**src/rtl/cfgreg_pkg.sv**
```systemverilog
package cfgreg_pkg;
  localparam int BYTE_W   = 8;
  localparam int NV_W     = 16;
  localparam int VR_W     = 8;
  localparam int NV_BYTES = NV_W / BYTE_W;
  localparam int IDX_W    = $clog2(NV_BYTES + 1);

  localparam logic [BYTE_W-1:0] OP_NV_RD   = 8'hB5;
  localparam logic [BYTE_W-1:0] OP_NV_WR   = 8'hB1;
  localparam logic [BYTE_W-1:0] OP_VOL_RD  = 8'h85;
  localparam logic [BYTE_W-1:0] OP_VOL_WR  = 8'h81;
  localparam logic [BYTE_W-1:0] OP_EVOL_RD = 8'h65;
  localparam logic [BYTE_W-1:0] OP_EVOL_WR = 8'h61;
  localparam logic [BYTE_W-1:0] OP_WEL_SET = 8'h06;
  localparam logic [BYTE_W-1:0] OP_WEL_CLR = 8'h04;
  localparam logic [BYTE_W-1:0] OP_RST_ARM = 8'h66;
  localparam logic [BYTE_W-1:0] OP_RST_GO  = 8'h99;

  typedef enum logic [1:0] {ST_OPCODE, ST_COLLECT, ST_READ, ST_SKIP} fsm_st_e;
  typedef enum logic [1:0] {TGT_NV, TGT_VOL, TGT_EVOL} tgt_e;

  // runtime byte rebuilt from the persistent word
  function automatic logic [VR_W-1:0] vol_from_nv(input logic [NV_W-1:0] nv);
    logic [VR_W-1:0] r;
    r      = '0;
    r[1:0] = 2'b11;
    r[3]   = (nv[11:9] != 3'b111);
    r[7:4] = nv[15:12];
    return r;
  endfunction

  // extended runtime byte rebuilt from the persistent word
  function automatic logic [VR_W-1:0] evol_from_nv(input logic [NV_W-1:0] nv);
    logic [VR_W-1:0] r;
    r      = '0;
    r[4:0] = 5'b11111;
    r[6]   = nv[1];
    r[7]   = nv[3];
    return r;
  endfunction

  function automatic logic [BYTE_W-1:0] ext_from_nv(input logic [NV_W-1:0] nv);
    return nv[1] ? 8'h00 : 8'h03;
  endfunction
endpackage

```
**src/rtl/cfgreg_spi_link.sv**
```systemverilog
module cfgreg_spi_link
  import cfgreg_pkg::*;
#(
  parameter int SYNC_STAGES = 2
) (
  input  logic              clk,
  input  logic              rst_n,
  input  logic              sck,
  input  logic              cs_n,
  input  logic              mosi,
  output logic              miso,
  output logic              cs_act,
  output logic              rx_valid,
  output logic [BYTE_W-1:0] rx_data,
  input  logic [BYTE_W-1:0] tx_byte
);
  localparam int CNT_W = $clog2(BYTE_W);
  localparam int TOP   = SYNC_STAGES - 1;

  logic [SYNC_STAGES-1:0] sck_sr, cs_sr, mosi_sr;
  logic                   sck_d;
  logic [CNT_W-1:0]       bit_cnt;
  logic [BYTE_W-1:0]      sh_in, sh_out;
  logic                   sck_s, mosi_s, rise, fall;

  generate
    if (SYNC_STAGES == 1) begin : g_one
      always_ff @(posedge clk or negedge rst_n) begin
        if (!rst_n) begin
          sck_sr <= '0; cs_sr <= '1; mosi_sr <= '0;
        end else begin
          sck_sr <= sck; cs_sr <= cs_n; mosi_sr <= mosi;
        end
      end
    end else begin : g_multi
      always_ff @(posedge clk or negedge rst_n) begin
        if (!rst_n) begin
          sck_sr <= '0; cs_sr <= '1; mosi_sr <= '0;
        end else begin
          sck_sr  <= {sck_sr[TOP-1:0], sck};
          cs_sr   <= {cs_sr[TOP-1:0], cs_n};
          mosi_sr <= {mosi_sr[TOP-1:0], mosi};
        end
      end
    end
  endgenerate

  assign sck_s  = sck_sr[TOP];
  assign mosi_s = mosi_sr[TOP];
  assign cs_act = !cs_sr[TOP];
  assign rise   = sck_s && !sck_d;
  assign fall   = !sck_s && sck_d;
  assign miso   = cs_act ? sh_out[BYTE_W-1] : 1'b1;

  always_ff @(posedge clk or negedge rst_n) begin
    if (!rst_n) begin
      sck_d    <= 1'b0;
      bit_cnt  <= '0;
      sh_in    <= '0;
      sh_out   <= '1;
      rx_valid <= 1'b0;
      rx_data  <= '0;
    end else begin
      sck_d    <= sck_s;
      rx_valid <= 1'b0;
      if (!cs_act) begin
        bit_cnt <= '0;
        sh_out  <= '1;
      end else begin
        if (rise) begin
          sh_in <= {sh_in[BYTE_W-2:0], mosi_s};
          if (bit_cnt == CNT_W'(BYTE_W - 1)) begin
            bit_cnt  <= '0;
            rx_valid <= 1'b1;
            rx_data  <= {sh_in[BYTE_W-2:0], mosi_s};
          end else begin
            bit_cnt <= bit_cnt + 1'b1;
          end
        end
        if (fall) begin
          if (bit_cnt == '0) sh_out <= tx_byte;
          else               sh_out <= {sh_out[BYTE_W-2:0], 1'b1};
        end
      end
    end
  end
endmodule

```
**src/rtl/cfgreg_cmd_fsm.sv**
```systemverilog
module cfgreg_cmd_fsm
  import cfgreg_pkg::*;
(
  input  logic              clk,
  input  logic              rst_n,
  input  logic              cs_act,
  input  logic              rx_valid,
  input  logic [BYTE_W-1:0] rx_data,
  input  logic [NV_W-1:0]   nv_q,
  input  logic [VR_W-1:0]   vol_q,
  input  logic [VR_W-1:0]   evol_q,
  output logic [BYTE_W-1:0] tx_byte,
  output logic              wel,
  output logic              rst_armed,
  output logic              soft_rst,
  output logic              wr_nv,
  output logic              wr_vol,
  output logic              wr_evol,
  output logic [NV_W-1:0]   wr_data_nv,
  output logic [VR_W-1:0]   wr_data_v,
  output logic              fsm_idle
);
  fsm_st_e          state;
  tgt_e             tgt;
  logic [IDX_W-1:0] cnt;
  logic [NV_W-1:0]  hold, nxt_hold;

  assign nxt_hold = {rx_data, hold[NV_W-1:BYTE_W]};
  assign fsm_idle = (state == ST_OPCODE);

  always_comb begin
    tx_byte = '1;
    if (state == ST_READ) begin
      unique case (tgt)
        TGT_NV:   if (int'(cnt) < NV_BYTES) tx_byte = nv_q[int'(cnt)*BYTE_W +: BYTE_W];
        TGT_VOL:  if (cnt == '0) tx_byte = vol_q;
        TGT_EVOL: if (cnt == '0) tx_byte = evol_q;
        default:  tx_byte = '1;
      endcase
    end
  end

  always_ff @(posedge clk or negedge rst_n) begin
    if (!rst_n) begin
      state      <= ST_OPCODE;
      tgt        <= TGT_NV;
      cnt        <= '0;
      hold       <= '0;
      wel        <= 1'b0;
      rst_armed  <= 1'b0;
      soft_rst   <= 1'b0;
      wr_nv      <= 1'b0;
      wr_vol     <= 1'b0;
      wr_evol    <= 1'b0;
      wr_data_nv <= '0;
      wr_data_v  <= '0;
    end else begin
      soft_rst <= 1'b0;
      wr_nv    <= 1'b0;
      wr_vol   <= 1'b0;
      wr_evol  <= 1'b0;
      if (!cs_act) begin
        state <= ST_OPCODE;
        cnt   <= '0;
      end else if (rx_valid) begin
        unique case (state)
          ST_OPCODE: begin
            cnt   <= '0;
            state <= ST_SKIP;
            case (rx_data)
              OP_NV_RD:   begin tgt <= TGT_NV;   state <= ST_READ; end
              OP_VOL_RD:  begin tgt <= TGT_VOL;  state <= ST_READ; end
              OP_EVOL_RD: begin tgt <= TGT_EVOL; state <= ST_READ; end
              OP_NV_WR:   begin tgt <= TGT_NV;   if (wel) state <= ST_COLLECT; end
              OP_VOL_WR:  begin tgt <= TGT_VOL;  if (wel) state <= ST_COLLECT; end
              OP_EVOL_WR: begin tgt <= TGT_EVOL; if (wel) state <= ST_COLLECT; end
              OP_WEL_SET: wel <= 1'b1;
              OP_WEL_CLR: wel <= 1'b0;
              OP_RST_ARM: rst_armed <= 1'b1;
              OP_RST_GO: begin
                if (rst_armed) begin
                  soft_rst  <= 1'b1;
                  wel       <= 1'b0;
                  rst_armed <= 1'b0;
                end
              end
              default: ;
            endcase
          end
          ST_COLLECT: begin
            hold <= nxt_hold;
            if (tgt == TGT_NV && cnt != IDX_W'(NV_BYTES - 1)) begin
              cnt <= cnt + 1'b1;
            end else begin
              wel        <= 1'b0;
              state      <= ST_SKIP;
              wr_data_nv <= nxt_hold;
              wr_data_v  <= rx_data;
              wr_nv      <= (tgt == TGT_NV);
              wr_vol     <= (tgt == TGT_VOL);
              wr_evol    <= (tgt == TGT_EVOL);
            end
          end
          ST_READ: if (cnt != '1) cnt <= cnt + 1'b1;
          default: ;
        endcase
      end
    end
  end
endmodule

```
**src/rtl/cfgreg_bank.sv**
```systemverilog
module cfgreg_bank
  import cfgreg_pkg::*;
#(
  parameter logic [NV_W-1:0] NV_INIT = 16'h8FFF
) (
  input  logic              clk,
  input  logic              rst_n,
  input  logic              soft_rst,
  input  logic              wr_nv,
  input  logic              wr_vol,
  input  logic              wr_evol,
  input  logic [NV_W-1:0]   wr_data_nv,
  input  logic [VR_W-1:0]   wr_data_v,
  output logic [NV_W-1:0]   nv_q,
  output logic [VR_W-1:0]   vol_q,
  output logic [VR_W-1:0]   evol_q,
  output logic              addr4,
  output logic [BYTE_W-1:0] ext_addr
);
  always_ff @(posedge clk or negedge rst_n) begin
    if (!rst_n) begin
      nv_q     <= NV_INIT;
      vol_q    <= vol_from_nv(NV_INIT);
      evol_q   <= evol_from_nv(NV_INIT);
      addr4    <= !NV_INIT[0];
      ext_addr <= ext_from_nv(NV_INIT);
    end else if (soft_rst) begin
      vol_q    <= vol_from_nv(nv_q);
      evol_q   <= evol_from_nv(nv_q);
      addr4    <= !nv_q[0];
      ext_addr <= ext_from_nv(nv_q);
    end else begin
      if (wr_nv)   nv_q   <= wr_data_nv;
      if (wr_vol)  vol_q  <= wr_data_v;
      if (wr_evol) evol_q <= wr_data_v;
    end
  end
endmodule

```
**src/rtl/spi_cfgreg_unit.sv**
```systemverilog
module spi_cfgreg_unit
  import cfgreg_pkg::*;
#(
  parameter logic [NV_W-1:0] NV_INIT     = 16'h8FFF,
  parameter int              SYNC_STAGES = 2
) (
  input  logic              clk,
  input  logic              rst_n,
  input  logic              sck,
  input  logic              cs_n,
  input  logic              mosi,
  output logic              miso,
  output logic              wr_en_latch,
  output logic              addr4_mode,
  output logic [BYTE_W-1:0] ext_addr
);
  logic              cs_act, rx_valid, wel_q, rst_armed, soft_rst, fsm_idle;
  logic              wr_nv, wr_vol, wr_evol;
  logic [BYTE_W-1:0] rx_data, tx_byte;
  logic [NV_W-1:0]   nv_q, wr_data_nv;
  logic [VR_W-1:0]   vol_q, evol_q, wr_data_v;

  cfgreg_spi_link #(.SYNC_STAGES(SYNC_STAGES)) u_link (
    .clk(clk), .rst_n(rst_n), .sck(sck), .cs_n(cs_n), .mosi(mosi), .miso(miso),
    .cs_act(cs_act), .rx_valid(rx_valid), .rx_data(rx_data), .tx_byte(tx_byte)
  );

  cfgreg_cmd_fsm u_fsm (
    .clk(clk), .rst_n(rst_n), .cs_act(cs_act), .rx_valid(rx_valid), .rx_data(rx_data),
    .nv_q(nv_q), .vol_q(vol_q), .evol_q(evol_q), .tx_byte(tx_byte), .wel(wel_q),
    .rst_armed(rst_armed), .soft_rst(soft_rst), .wr_nv(wr_nv), .wr_vol(wr_vol),
    .wr_evol(wr_evol), .wr_data_nv(wr_data_nv), .wr_data_v(wr_data_v), .fsm_idle(fsm_idle)
  );

  cfgreg_bank #(.NV_INIT(NV_INIT)) u_bank (
    .clk(clk), .rst_n(rst_n), .soft_rst(soft_rst), .wr_nv(wr_nv), .wr_vol(wr_vol),
    .wr_evol(wr_evol), .wr_data_nv(wr_data_nv), .wr_data_v(wr_data_v), .nv_q(nv_q),
    .vol_q(vol_q), .evol_q(evol_q), .addr4(addr4_mode), .ext_addr(ext_addr)
  );

  assign wr_en_latch = wel_q;
endmodule

```
**config.mk**
```make
export PLATFORM = sky130hd
export DESIGN_NAME = spi_cfgreg_unit
export DESIGN_NICKNAME = d
export VERILOG_FILES = /design/src/rtl/cfgreg_pkg.sv /design/src/rtl/cfgreg_spi_link.sv /design/src/rtl/cfgreg_cmd_fsm.sv /design/src/rtl/cfgreg_bank.sv /design/src/rtl/spi_cfgreg_unit.sv
export SDC_FILE = /design/constraint.sdc
export NUM_CORES = 1
export LEC_CHECK = 0
export BUFFER_PORTS_ARGS = -buffer_cell sky130_fd_sc_hd__buf_4
export CAP_MARGIN = 10
export CORE_MARGIN = 10
export CORE_UTILIZATION = 60
export CTS_BUF_LIST = sky130_fd_sc_hd__clkbuf_8
export CTS_CLUSTER_SIZE = 10
export DETAILED_ROUTE_END_ITERATION = 8
export PLACE_DENSITY = 0.77
export SYNTH_ARGS = -nofsm -noshare
export SYNTH_HDL_FRONTEND = slang
export SYNTH_SLANG_ARGS = --single-unit
```
**constraint.sdc**
```tcl
create_clock -name clk -period 2.68 [get_ports clk]
set_clock_uncertainty 0.1 [all_clocks]
set_input_delay 0 -clock clk [delete_from_list [all_inputs] [get_ports clk]]
set_output_delay 0 -clock clk [all_outputs]
set_load 0.03 [all_outputs]
```
Yosys cells after proc, flatten, opt, wreduce, memory -nomap -nowiden
Index checks and enable logic that the tools add are counted.
{"block": "totals", "register_bits": 127, "inputBits": 5}
{"block": "classes", "add_sub_neg": 2, "order_cmp": 1, "n_eq_ne": 24, "n_shift": 1, "mux": 54, "bitwise": 3, "n_reduce_logical": 35}
{"operator": "$mux 8", "count": 11}
{"operator": "$eq 8x8->1 const B", "count": 5}
{"operator": "$eq 8x7->1 const B", "count": 3}
{"operator": "$pmux 8 s3", "count": 1}
{"operator": "$mux 1", "count": 23}
{"operator": "$mux 2", "count": 9}
{"operator": "$eq 8x3->1 const B", "count": 2}
{"operator": "$reduce_and 4->1", "count": 4}
{"operator": "$shiftx 16x6->8", "count": 1}
{"operator": "$reduce_bool 2->1", "count": 7}
{"operator": "$pmux 2 s3", "count": 2}
{"operator": "$mux 3", "count": 3}
{"operator": "$ne 3x3->1 const B", "count": 3}
{"operator": "$reduce_and 3->1", "count": 3}
{"operator": "$pmux 2 s2", "count": 2}
{"operator": "$logic_not 2->1", "count": 3}
{"operator": "$ne 3x2->1 const B", "count": 2}
{"operator": "$reduce_and 6->1", "count": 1}
{"operator": "$reduce_bool 3->1", "count": 2}
{"operator": "$reduce_or 2->1", "count": 3}
{"operator": "$reduce_or 3->1", "count": 2}
{"operator": "$eq 2x1->1 const B", "count": 2}
{"operator": "$eq 2x2->1 const B", "count": 2}
{"operator": "$ne 2x2->1 const B", "count": 2}
{"operator": "14 further kinds", "count": 22}

Depth between registers and ports, before layout
{"block": "depth", "ltp_word": 7, "depth_mapped": 8, "depth_no_buf": 7}

Cells and area by module
A second synthesis with hierarchy kept.
{"block": "hier_totals", "cells_unflattened": 384, "area_unflattened_um2": 4838.4}
{"mod": "cfgreg_cmd_fsm", "instances": 1, "cells_each": 174, "area_per_inst_um2": 1941.9, "seq_area_each_um2": 900.9}
{"mod": "cfgreg_bank", "instances": 1, "cells_each": 108, "area_per_inst_um2": 1521.5, "seq_area_each_um2": 879.6}
{"mod": "cfgreg_spi_link", "instances": 1, "cells_each": 102, "area_per_inst_um2": 1375.1, "seq_area_each_um2": 863.3}

Least setup slack after synthesis
No wires, ideal clock.
{"block": "synth_timing", "kind": "reg-to-reg", "start": "reg u_fsm.cnt[1]", "end": "reg u_fsm.wr_data_nv[5]", "setup_time_ns": 0.125, "arrival_time_ns": 1.669, "t_required_ns": 2.455, "setup_slack_ns": 0.786, "path_stages_with_launch": 8, "n_path_buf": 1, "cell_sequence": "dfrtp_1 -> inv_1 -> ha_1 -> nor3_1 -> nand2b_4 -> nor3b_4 -> buf_6 -> mux2_2"}
{"block": "synth_via", "elab_chain_cells": 4}
{"item": "start: declaration", "line_no": "cfgreg_cmd_fsm.sv:25", "text": "logic [IDX_W-1:0] cnt;"}
{"item": "start signal: assignment", "line_no": "cfgreg_cmd_fsm.sv:93", "text": "cnt <= cnt + 1'b1;"}
{"item": "start signal: assignment", "line_no": "cfgreg_cmd_fsm.sv:104", "text": "ST_READ: if (cnt != '1) cnt <= cnt + 1'b1;"}
{"item": "$ne 2x1->1", "line_no": "cfgreg_cmd_fsm.sv:92", "text": "if (tgt == TGT_NV && cnt != IDX_W'(NV_BYTES - 1)) begin"}
{"item": "$logic_and 1x1->1", "line_no": "cfgreg_cmd_fsm.sv:92"}
{"item": "$not 1->1 (no line)"}
{"item": "$reduce_and 4->1 (no line)"}
{"item": "end signal: assignment", "line_no": "cfgreg_cmd_fsm.sv:97", "text": "wr_data_nv <= nxt_hold;"}
{"item": "end: declaration", "line_no": "cfgreg_cmd_fsm.sv:19", "text": "output logic [NV_W-1:0] wr_data_nv,"}
No other way between the ends.
A chain may end at the register's enable or synchronous reset.

Worst setup path after layout
{"block": "layout_timing", "start": "reg u_link.sck_d", "end": "reg u_link.rx_data[0]"}
{"block": "layout_via", "elab_chain_cells": 3}
{"item": "start: declaration", "line_no": "cfgreg_spi_link.sv:21", "text": "logic sck_d;"}
{"item": "start signal: assignment", "line_no": "cfgreg_spi_link.sv:64", "text": "sck_d <= sck_s;"}
{"item": "$logic_not 1->1", "line_no": "cfgreg_spi_link.sv:51", "text": "assign rise = sck_s && !sck_d;"}
{"item": "$logic_and 1x1->1", "line_no": "cfgreg_spi_link.sv:51"}
{"item": "$reduce_and 3->1 (no line)"}
{"item": "end signal: assignment", "line_no": "cfgreg_spi_link.sv:75", "text": "rx_data <= {sh_in[BYTE_W-2:0], mosi_s};"}
{"item": "end: declaration", "line_no": "cfgreg_spi_link.sv:14", "text": "output logic [BYTE_W-1:0] rx_data,"}
No other way between the ends.

==> key figures <==
Min path
  • Worst min path class: primary input to asynchronous set/reset pin

Routing
  • Average wire per standard cell: 17.8 µm
  • Iter 0 DRT Violations: 145
  • Vias per cell: 5.78
  • Antenna Nets Post-Route: 0
  • DR vias: 2861
  • Drt pass-1 iters: 4
  • Drc violations: 0
  • Routed Wire Length: 8790 µm

Setup path
  • Worst path cell trace: nand2b_1, nor2_2, and2_1, mux2_2
  • CP Max Fanout: 9
  • Crit path largest cell delay: 0.44 ns
  • Worst r2r path cells: 4
  • Reg2Reg Setup Slack: 0.62 ns
  • Setup CP Type: flop to flop
  • Worst R2R Start: u_link.sck_d
  • Critical path required time: 2.85 ns
  • CP Data Arrival Time: 2.24 ns
  • Startpoint types: flop
  • Setup crit end kind: flop
  • Slowest cell on crit path: and2_1
  • RR Endpoint: u_link.rx_data[0]

GRT
  • Initial antenna violation count: 0
  • Largest net degree at the start of global routing: 58
  • First-pass GRT wire length: 14700 µm
  • GRT overflow: 0
  • Number of global-route vias before repair: 2876
  • Tot GR Track Use: 16.0%

Synthesis
  • Synth Area in Compound Gates: 8.39%
  • Post-synthesis adder-cell area fraction: 2.42%
  • Simple-Gate Fraction of Synth Area: 9.60%
  • Synth Area in XOR/XNOR: 0%
  • Post-synth EDFFs: 0
  • Main flop type after synthesis: dfrtp_1
  • Yosys warning count: 0
  • Post-synthesis instance area: 0.00465 mm²
  • Synth Register Bits: 104
  • Ys async rst share: 100%
  • Avg Cell Area, Syn: 12.3 µm²
  • Main combinational cell family by area after synthesis: multiplexers
  • Yosys cell types: 47
  • Mux share of post-synthesis cell area: 18.8%
  • Post-Synthesis Cells: 378
  • Register area share after synthesis: 56.8%

Cells and area
  • Area growth syn-to-layout: 7.69%
  • Number of nets in the layout: 402
  • Share of layout cells above drive strength 1: 32.3%
  • Multi-input gate area: 0.00185 mm²
  • ANT cells: 0
  • Fin area: 0.00501 mm²
  • Fillers: 589
  • Reg area: 0.00264 mm²

Power
  • Sequential power share: 61.4%
  • Sw Ratio: 24.7%
  • Pwr dens: 537 mW/mm²
  • VDD IR max: 366 µV
  • Combinational share of power: 4.1%
  • Leakage: 2.27 nW
  • Clock share of power: 34.5%
  • Psw: 0.666 mW
  • Int Power: 2.03 mW

Die
  • Die ar.: 0.0117 mm²
  • Die X: 108 µm
  • Rows: 32
  • Die Ht: 108 µm
  • Core Area: 0.00765 mm²
  • Ports: 16
  • Starting density of the core: 60.9%

Clock network
  • CTS Buf Count: 9
  • Clock Path Buffers: 2
  • Clock Sinks: 104
  • H-tree depth: 3
  • CTS Root Cell: clkbuf_8
  • Clk_lat worst skew: 0.38 ns
  • # Post-CTS Setup Buffers: 0
  • Clk pin slew, worst setup/hold paths: 0.11 ns
  • CTS tree: done

Flow run
  • Max-cap violation count: 0

Timing
  • Max-slew headroom: 59.8%
  • Worst Slack Setup Final: 0.616 ns
  • Crit path time final: 2.06 ns
  • Unrepaired setup endpoints after global routing: no
  • Fin crit share: 77.0%
  • Final hold vios: 0
  • Final Max Slew Viols: 0
  • # setup viols final: 0
  • Achievable Freq: 484 MHz
  • Final setup TNS: 0 ns
  • Worst slew pin tran: 0.604 ns

Placement
  • Placement Cell Area: 0.00479 mm²
  • Port Buffer Count: 9
  • Post-DP HPWL: 6120 µm
  • Placer Congestion: 0.879
  • DP Worst Slack: 0.620 ns

Outcome
  • Status: finished, final reports clean
==> layout make-up <==
type | instances | area share (%)
timing repair buffer | 19 | 3.30
sequential | 104 | 52.7
tap | 102 | 2.55
clock buffer | 9 | 2.47
multi-input combinational | 242 | 36.8
inverter | 12 | 0.899
clock inverter | 7 | 1.22
==> worst max-delay path: cells and delay by family (launching register included) <==
kind,cells,cell delay (ns)
simple gates,3,1.08
flops,1,0.39
mux,1,0.39
==> cells in the mapped netlist, types with 2 or more instances <==
master	number	area share, %
a31oi_1	3	0.40
buf_4	8	1.3
a21boi_0	2	0.32
dfstp_2	33	19
dfrtp_1	71	38
nor2b_1	6	0.81
a21oi_1	19	2.0
o41ai_1	2	0.38
o311ai_0	2	0.38
nor2_1	24	1.9
nand2_1	21	1.7
nand2b_1	7	0.94
clkbuf_1	10	0.81
mux2i_1	22	4.7
a221oi_1	2	0.38
o21ai_1	2	0.22
mux2_2	58	14
nor3b_1	5	0.81
ha_1	9	2.4
buf_2	5	0.54
o21ai_0	11	1.2
nand3b_1	2	0.32
nand3_1	2	0.22
and3b_1	2	0.38
o22ai_1	15	2.0
nor3_1	3	0.32
inv_1	12	0.97
==> worst max path at each step <==
stage                  from                  end  slack, ns  depth (start not counted)
2_1_floorplan  u_fsm.cnt[1]  u_fsm.wr_data_nv[5]       0.79                          7
3_3_place_gp   u_link.sck_d    u_link.rx_data[6]       0.75                          4
3_5_place_dp   u_link.sck_d    u_link.rx_data[0]       0.62                          4
4_1_cts        u_link.sck_d    u_link.rx_data[0]       0.62                          4
5_1_grt        u_link.sck_d    u_link.rx_data[0]       0.48                          4
6_report       u_link.sck_d    u_link.rx_data[0]       0.62                          4
==> flip-flops by register name (all words and copies together) (netlist names), 3 cells and up <==
name,cells
u_fsm.hold,8
u_link.bit_cnt,3
u_bank.vol_q,8
u_link.sh_out,8
u_bank.evol_q,8
u_link.sh_in,7
u_link.rx_data,8
u_fsm.wr_data_v,8
u_bank.nv_q,16
u_fsm.wr_data_nv,8
==> per-layer routing <==
metal	GRT usage, %	share of wire [%]	vias up	wire, µm
met5	0	0	-	0
met4	5.92	2.4	0	212
met3	4.34	4.6	17	407
met2	25.3	48	62	4180
met1	20.7	45	1431	3990
li1	-	-	1351	-
==> what timing repair did <==
action,4_1_cts,5_1_grt
resized for setup,0,0
hold buffers,4,0
hold endpoints to repair,50,0
==> cell usage in the layout (no fill, tap or decap), types with 5 or more instances in the layout <==
cell type,count
conb_1,6
nor2b_1,6
ha_1,9
o21ai_0,11
dfstp_2,33
mux2i_1,22
mux2_2,58
o22ai_1,15
a21oi_1,19
nor3b_1,5
buf_4,14
nand2b_1,7
clkbuf_8,9
dfrtp_1,71
nor2_1,24
nand2_1,21
inv_1,12
==> stage by stage <==
step / util, % / cells / hold WS, ns / power, mW
floorplan: - / 383 / -0.396 / 1.74
global placement: 62.6 / 475 / -0.0579 / 1.79
detailed placement: 62.6 / 475 / -0.0547 / 1.79
CTS: 65.5 / 495 / 0.0620 / 2.72
global route: 65.5 / 495 / 0.135 / 2.79
finish: 65.5 / 495 / 0.0710 / 2.69
==> kinds of logic (layout without fill, tap and decap cells) <==
kind of cell / count (synthesis) / count (layout)
flops: 104 / 104
fa+ha+maj: 9 / 9
simple gates: 83 / 83
compound gates: 64 / 64
other cells: 1 / 6
mux: 80 / 80
buf+inv: 37 / 47
==> power groups by stage <==
stage          registers, mW  clock network [mW]  logic, mW
2_1_floorplan           1.67                   0     0.0723
3_3_place_gp            1.68                   0      0.106
4_1_cts                 1.66               0.950      0.113
6_report                1.66               0.929      0.110
5_1_grt                 1.66               0.996      0.126
3_5_place_dp            1.68                   0      0.109
Power figures use the tool's default switching activity.
